`config.mk`:
```
export PLATFORM = sky130hd
export DESIGN_NAME = vmode_regs
export DESIGN_NICKNAME = d
export VERILOG_FILES = /design/src/rtl/vmode_regs.sv
export SDC_FILE = /design/constraint.sdc
export NUM_CORES = 2
export LEC_CHECK = 0
export BUFFER_PORTS_ARGS = -buffer_cell sky130_fd_sc_hd__buf_2
export CAP_MARGIN = 40
export CORE_AREA = 2 2 459 461
export DETAILED_ROUTE_END_ITERATION = 10
export DIE_AREA = 0 0 461 463
export PLACE_DENSITY = 0.55
export RECOVER_POWER = 100
export SKIP_CTS_REPAIR_TIMING = 1
export SYNTH_ARGS = -nofsm -noshare
export SYNTH_HDL_FRONTEND = slang
export SYNTH_SLANG_ARGS = --single-unit
```
`constraint.sdc`:
```
create_clock -name clk -period 4.3 [get_ports clk]
set_input_delay 0.86 -clock clk [delete_from_list [all_inputs] [get_ports clk]]
set_output_delay 0.86 -clock clk [all_outputs]
set_load 0.03 [all_outputs]
```
`src/rtl/vmode_regs.sv`:
```
module vmode_regs #(
  parameter int NBANKS   = 4,
  parameter int PW       = 16,
  parameter bit HAS_CTRL = 1'b1
) (
  input  logic                clk,
  input  logic                rst_n,
  input  logic                wr_en,
  input  logic                rd_en,
  input  logic [4:0]          addr,
  input  logic [31:0]         wdata,
  output logic [31:0]         rdata,
  input  logic [PW-1:0]       req_mode_i,
  input  logic                vid_active_i,
  input  logic                underflow_i,
  input  logic                locked_i,
  output logic                go_o,
  output logic                sync_en_o,
  output logic                lock_en_o,
  output logic                irq_o,
  output logic [25*PW-1:0]    mode_params_o
);
  localparam int NPAR    = 25;
  localparam int STD_IDX = 17;
  localparam int BW      = (NBANKS > 1) ? $clog2(NBANKS) : 1;

  logic go_q, sync_q, lock_q, ie_upd, ie_lock;
  logic uf_q, locked_q, if_upd, if_lock, irq_q;
  logic [BW-1:0]     bank;
  logic [NBANKS-1:0] valid, match_q, match_nxt;
  logic [PW-1:0]     bank_mem [NBANKS][NPAR];
  logic [BW-1:0]     act_idx;

  wire wr_ctrl  = wr_en && addr == 5'd0;
  wire wr_irq   = wr_en && addr == 5'd2;
  wire wr_bank  = wr_en && addr == 5'd4;
  wire wr_par   = wr_en && addr >= 5'd5 && addr <= 5'd29;
  wire wr_valid = wr_en && addr == 5'd30;
  wire lock_rise = locked_i && !locked_q;

  assign go_o      = go_q;
  assign sync_en_o = sync_q;
  assign lock_en_o = sync_q && lock_q;
  assign irq_o     = irq_q;

  always_comb begin
    match_nxt = '0;
    for (int b = NBANKS - 1; b >= 0; b--)
      if (valid[b] && bank_mem[b][STD_IDX] == req_mode_i)
        match_nxt = NBANKS'(1) << b;
  end

  always_comb begin
    act_idx = '0;
    for (int b = 0; b < NBANKS; b++)
      if (match_q[b]) act_idx = BW'(b);
    for (int k = 0; k < NPAR; k++)
      mode_params_o[k*PW +: PW] = (|match_q) ? bank_mem[act_idx][k] : '0;
  end

  always_ff @(posedge clk) begin
    if (!rst_n) begin
      {go_q, sync_q, lock_q, ie_upd, ie_lock} <= '0;
      {uf_q, locked_q, if_upd, if_lock, irq_q} <= '0;
      bank    <= '0;
      valid   <= '0;
      match_q <= '0;
      rdata   <= '0;
      for (int b = 0; b < NBANKS; b++)
        for (int k = 0; k < NPAR; k++)
          bank_mem[b][k] <= '0;
    end else begin
      if (wr_ctrl) begin
        go_q    <= wdata[0];
        sync_q  <= wdata[3];
        lock_q  <= wdata[4];
        ie_upd  <= wdata[8];
        ie_lock <= wdata[9];
      end
      uf_q     <= underflow_i || (uf_q && !(wr_ctrl && wdata[2]));
      locked_q <= locked_i;
      if_upd   <= (match_nxt != match_q) || (if_upd && !(wr_irq && wdata[8]));
      if_lock  <= lock_rise || (if_lock && !(wr_irq && wdata[9]));
      irq_q    <= HAS_CTRL && ((if_upd && ie_upd) || (if_lock && ie_lock));
      match_q  <= match_nxt;
      if (wr_bank && wdata < 32'(NBANKS)) bank <= wdata[BW-1:0];
      if (wr_par) bank_mem[bank][addr - 5'd5] <= wdata[PW-1:0];
      if (wr_valid) valid[bank] <= wdata[0];
      if (rd_en) begin
        case (addr)
          5'd0:    rdata <= {22'b0, ie_lock, ie_upd, 3'b0, lock_q, sync_q, 2'b0, go_q};
          5'd1:    rdata <= {28'b0, locked_q, uf_q, 1'b0, vid_active_i};
          5'd2:    rdata <= {22'b0, if_lock, if_upd, 8'b0};
          5'd3:    rdata <= 32'(match_q);
          5'd4:    rdata <= 32'(bank);
          default: rdata <= '0;
        endcase
      end
    end
  end
endmodule

```
[Word level (Yosys, flattened, before mapping)]
Memories as Yosys holds them, arrays and structs flattened.
Index checks and enable logic that the tools add are counted.
Widths: inputs -> output; s select.
Cells by class
  reductions and logical operators: 34
  eq/ne operators: 10
  $lt $le $gt $ge: 7
  bitwise gates (word level): 1
  add/subtract/negate cells: 1
  muxes and demuxes: 45
Operators by type and width (number)
  $mux 400: 3
  $mux 16: 26
  $reduce_or 400->1: 1
  $demux 16 s5: 1
  $eq 16x16->1: 4
  $pmux 10 s5: 1
  $lt 32x3->1 const B: 1
  $logic_and 1x1->1: 23
  $mux 4: 4
  $eq 5x2->1 const B: 2
  $ge 6x6->1 const B: 1
  $lt 6x1->1 const B: 1
  $mux 2: 3
  $not 5->6: 1
  $eq 5x1->1 const B: 1
  $eq 5x3->1 const B: 1
  $eq 5x5->1 const B: 1
  $ge 5x3->1 const B: 1
  $le 5x5->1 const B: 1
  $logic_not 5->1: 1
  $mux 1: 5
  $sub 5x3->5 const B: 1
  $bwmux 4: 1
  $logic_not 1->1: 4
  6 further kinds: 9
Storage, ports and cells
  RAM bits: 1600
  bits of input ports: 60
  output and inout bits: 436
  word-level logic and storage cells: 113
  memories kept: 1
  register bits: 52
Memories
  bank_mem: words 4, bits a word 400, read ports 5, clocked after Yosys merged registers in 0, write ports 4, line 31  | logic [PW-1:0] bank_mem [NBANKS][NPAR];

[Longest topological paths before layout]
  depth in word-level cells: 9
  depth in mapped cells: 9

[Least setup slack after synthesis]
No wires, ideal clock.
  path kind: input-to-reg
  start: input port addr[4]
  end: memory bank_mem[3][0] in the netlist's numbering (enable)
  data arrival time: 3396 ps
  setup time: 411 ps
  slack: 493 ps
  stages: 7
  required time: 3889 ps
  path buffers: 2
  cell sequence: buf_2 and3_1 a221oi_4 nor3b_4 nand3_1 buf_2 o21ai_0
RTL lines
  start, declared: line 10  | input logic [4:0] addr,
  end, declared: line 31

[Worst setup path in the final report]
  start: register match_q[1]
  end: output port mode_params_o[171]
Between the ends
  longest elaborated chain between the ends: 5
  elaborated cells between the ends (all ways): 6
  those cells by class: 4 x mux; 1 x reduce/logical; 1 x memory
RTL lines
  start, declared: line 30  | logic [NBANKS-1:0] valid, match_q, match_nxt;
  start signal, assigned: line 85  | match_q <= match_nxt;
  $mux 1: line 56  | if (match_q[b]) act_idx = BW'(b);
  $mux 2 (2 in series): line 56
  $mem_v2 4x400
  $mux 16 (*): line 58  | mode_params_o[k*PW +: PW] = (|match_q) ? bank_mem[act_idx][k] : '0;
  end, declared: line 21  | output logic [25*PW-1:0] mode_params_o
Mark *: on every way between the ends. The rest lies on a longest branch, timed or not.

==> impl_metrics.json <==
{
  "io-pin-count": 496,
  "synth_cells": 5702,
  "io_buffers": 470,
  "synth_top_family_by_area": "simple AND/OR/NAND/NOR gates",
  "period_share_pct": 99.4,
  "fmax_mhz": 234,
  "crit_arrival_ps": 3410,
  "fin_area_mm2": 0.0850,
  "setup_viol": 0,
  "grt_pass1_wl_um": 340000,
  "synth_area_leader_cell": "edfxtp_1",
  "coreArea_mm2": 0.209,
  "maxCapViolations": 2,
  "avgSynthCellArea_um2": 12.7,
  "finClkSkew_ps": 34.6,
  "wl_per_cell_um": 26.5,
  "routed_wl_um": 241000,
  "worstPathRequired_ps": 3440,
  "nNetsFinal": 6158,
  "cts_made_buffers": 181,
  "synth_ff_type": "edfxtp_1",
  "drt_iter0_drc": 5193,
  "grt-ovfl-total": 0,
  "rsz0062_at_grt": "yes",
  "die_h_um": 463,
  "synthArstFlopShare_pct": 0,
  "ys_warn_count": 0,
  "synth_area_mm2": 0.0725,
  "synth-edff-count": 1600,
  "period_minus_slack_ps": 4270,
  "num_rows": 168,
  "violations": "max-capacitance violations, max-slew violations",
  "synth.area.top_cells": "edfxtp_1 66%, and2_1 14%, o21ai_0 3.2%",
  "cts_tree": "built",
  "grt_pass1_vias": 46800,
  "synth-compound-area-share_pct": 10.7,
  "fin_ws_ps": 25.8,
  "p_leak_uw": 0.0324,
  "end_kind": "output pin",
  "yosys.area_share.simple_pct": 18.0,
  "synth_xor_area_share_pct": 0.797,
  "htreeDepth": 4,
  "drive_gt1_share_pct": 17.3,
  "worst_pin_slew_ps": 3030,
  "hold_violations": 0,
  "dr.pass1.iters": 5,
  "antenna_found_initial": 21,
  "crit_type": "reg -> out",
  "dp.final_hpwl_um": 147000,
  "synth.area.mux_share_pct": 0.166,
  "drc": 0,
  "dp_slack_ps": 194,
  "min_path_type": "in -> reg",
  "start_kind": "flip-flop",
  "grt_use_total_pct": 21.9,
  "cts_buffer_depth": 3,
  "synth_fa_ha_area_share_pct": 0,
  "grt_max_degree": 165,
  "slew_headroom_pct": -102,
  "ant_nets": 0,
  "vias": 47900,
  "slew_violations": 70,
  "clk_pin_slew_ps": 60,
  "final_common_cell": "and2_1",
  "placed_cell_area_mm2": 0.0791,
  "fp.dieW_um": 461,
  "ir_worst_vdd_mv": 0.371,
  "yosysSeqAreaShare_pct": 67.0,
  "power_density_mw_per_mm2": 404,
  "ys_ff_latch": 1627,
  "die_area_mm2": 0.213,
  "outcome": "complete, but fails checks",
  "cts.sinks": 1627,
  "yosysTopAreaCellShare_pct": 66.3,
  "place_congestion": 0.838,
  "synth_cell_types": 46,
  "initial_core_util_pct": 34.8,
  "cp_max_fo": 95,
  "final_cell_mix": "1,607 x and2_1, 1,600 x edfxtp_1, 450 x buf_2",
  "clock-root-buffer": "clkbuf_16",
  "viasPerCell": 5.28,
  "area_delta_synth_final_pct": 17.3,
  "insertion_delay_ps": 860,
  "r2r_setup_slack_ps": 1290
}
-- worst max-delay path, cell delays in order, from the launching register on --
cell and delay (ps):
dfxtp_4 630, nor2_1 230, nor3_2 300, clkbuf_16 430, o221ai_1 240, nand2_1 270, buf_2 260
-- synth_stat cells, types with 2 or more instances --
cell and count:
a21boi_0 5, a21oi_1 18, a221o_1 192, a22oi_1 200
and2_1 1612, and3_1 3, buf_1 14, buf_2 14
buf_4 25, clkbuf_1 538, dfxtp_1 27, edfxtp_1 1600
inv_1 9, mux2i_1 12, nand2_1 444, nand2_2 2
nand2b_1 42, nand3_1 11, nand4_1 10, nor2_1 79
nor2_2 12, nor2b_1 17, nor3_1 35, nor3_2 7
nor3b_1 2, nor4_1 18, o211ai_1 4, o21ai_0 459
o221ai_1 202, o22ai_1 5, o32ai_1 4, or2_2 2
xnor2_1 38, xor2_1 28
-- path summary, 6_finish.rpt --
path | start | to | depth (start not counted)
setup / recovery | match_q[1] | mode_params_o[171] | 6
hold / removal | locked_i | locked_q | 2
setup reg to reg | bank[1] | bank_mem[3][181] | 6
hold reg to reg | valid[3] | valid[3] | 2
-- power breakdown --
part | leakage, uW | total [uW] | switching (uW) | internal [uW]
sequential | 0.0167 | 18000 | 158 | 17900
combinational | 0.0129 | 1140 | 926 | 218
clock | 0.00277 | 15200 | 6660 | 8500
-- sequential cells by signal, indices dropped and copies added (netlist names) --
signal     count
if_lock        1
ie_lock        1
locked_q       1
bank           2
lock_q         1
rdata          7
sync_en_o      1
irq_o          1
match_q        4
go_o           1
if_upd         1
ie_upd         1
uf_q           1
valid          4
bank_mem    1600
-- layout make-up --
cell class	instances	area [um2]
timing repair buffer	780	5340
antenna	13	32.5
fill	19500	123000
inverter	9	41.3
clock inverter	106	1010
sequential	1627	48600
tap	2805	3510
clock buffer	226	4720
multi-input combinational	3499	21800
-- metal layers --
layer	share of wire [%]	track usage [%]	up-vias
met2	47	35.5	1787
li1	-	-	21400
met4	3.3	6.99	2
met3	6.2	3.19	332
met1	43	30.1	24400
met5	0.0075	0	-
-- cells by family (layout without fill, tap and decap cells) --
logic type,Yosys count,count (layout)
other cells,1,38
simple gates,2302,2302
compound gates,1094,1094
xor+xnor,66,66
buf+inv,600,1121
flops,1627,1627
mux,12,12
-- through the flow --
step | hold slack, ps | utilization [%] | std cells | power, uW | TNS (ps)
global route | 187 | 40.8 | 9057 | 35300 | -1120
floorplan | 458 | - | 5726 | 18900 | 0
finish | 234 | 40.8 | 9065 | 34400 | 0
global placement | 469 | 37.8 | 8694 | 19500 | 0
CTS | 180 | 40.7 | 9047 | 34600 | -4440
detailed placement | 499 | 37.9 | 8715 | 19500 | 0
(Power assumes the default switching activity.)
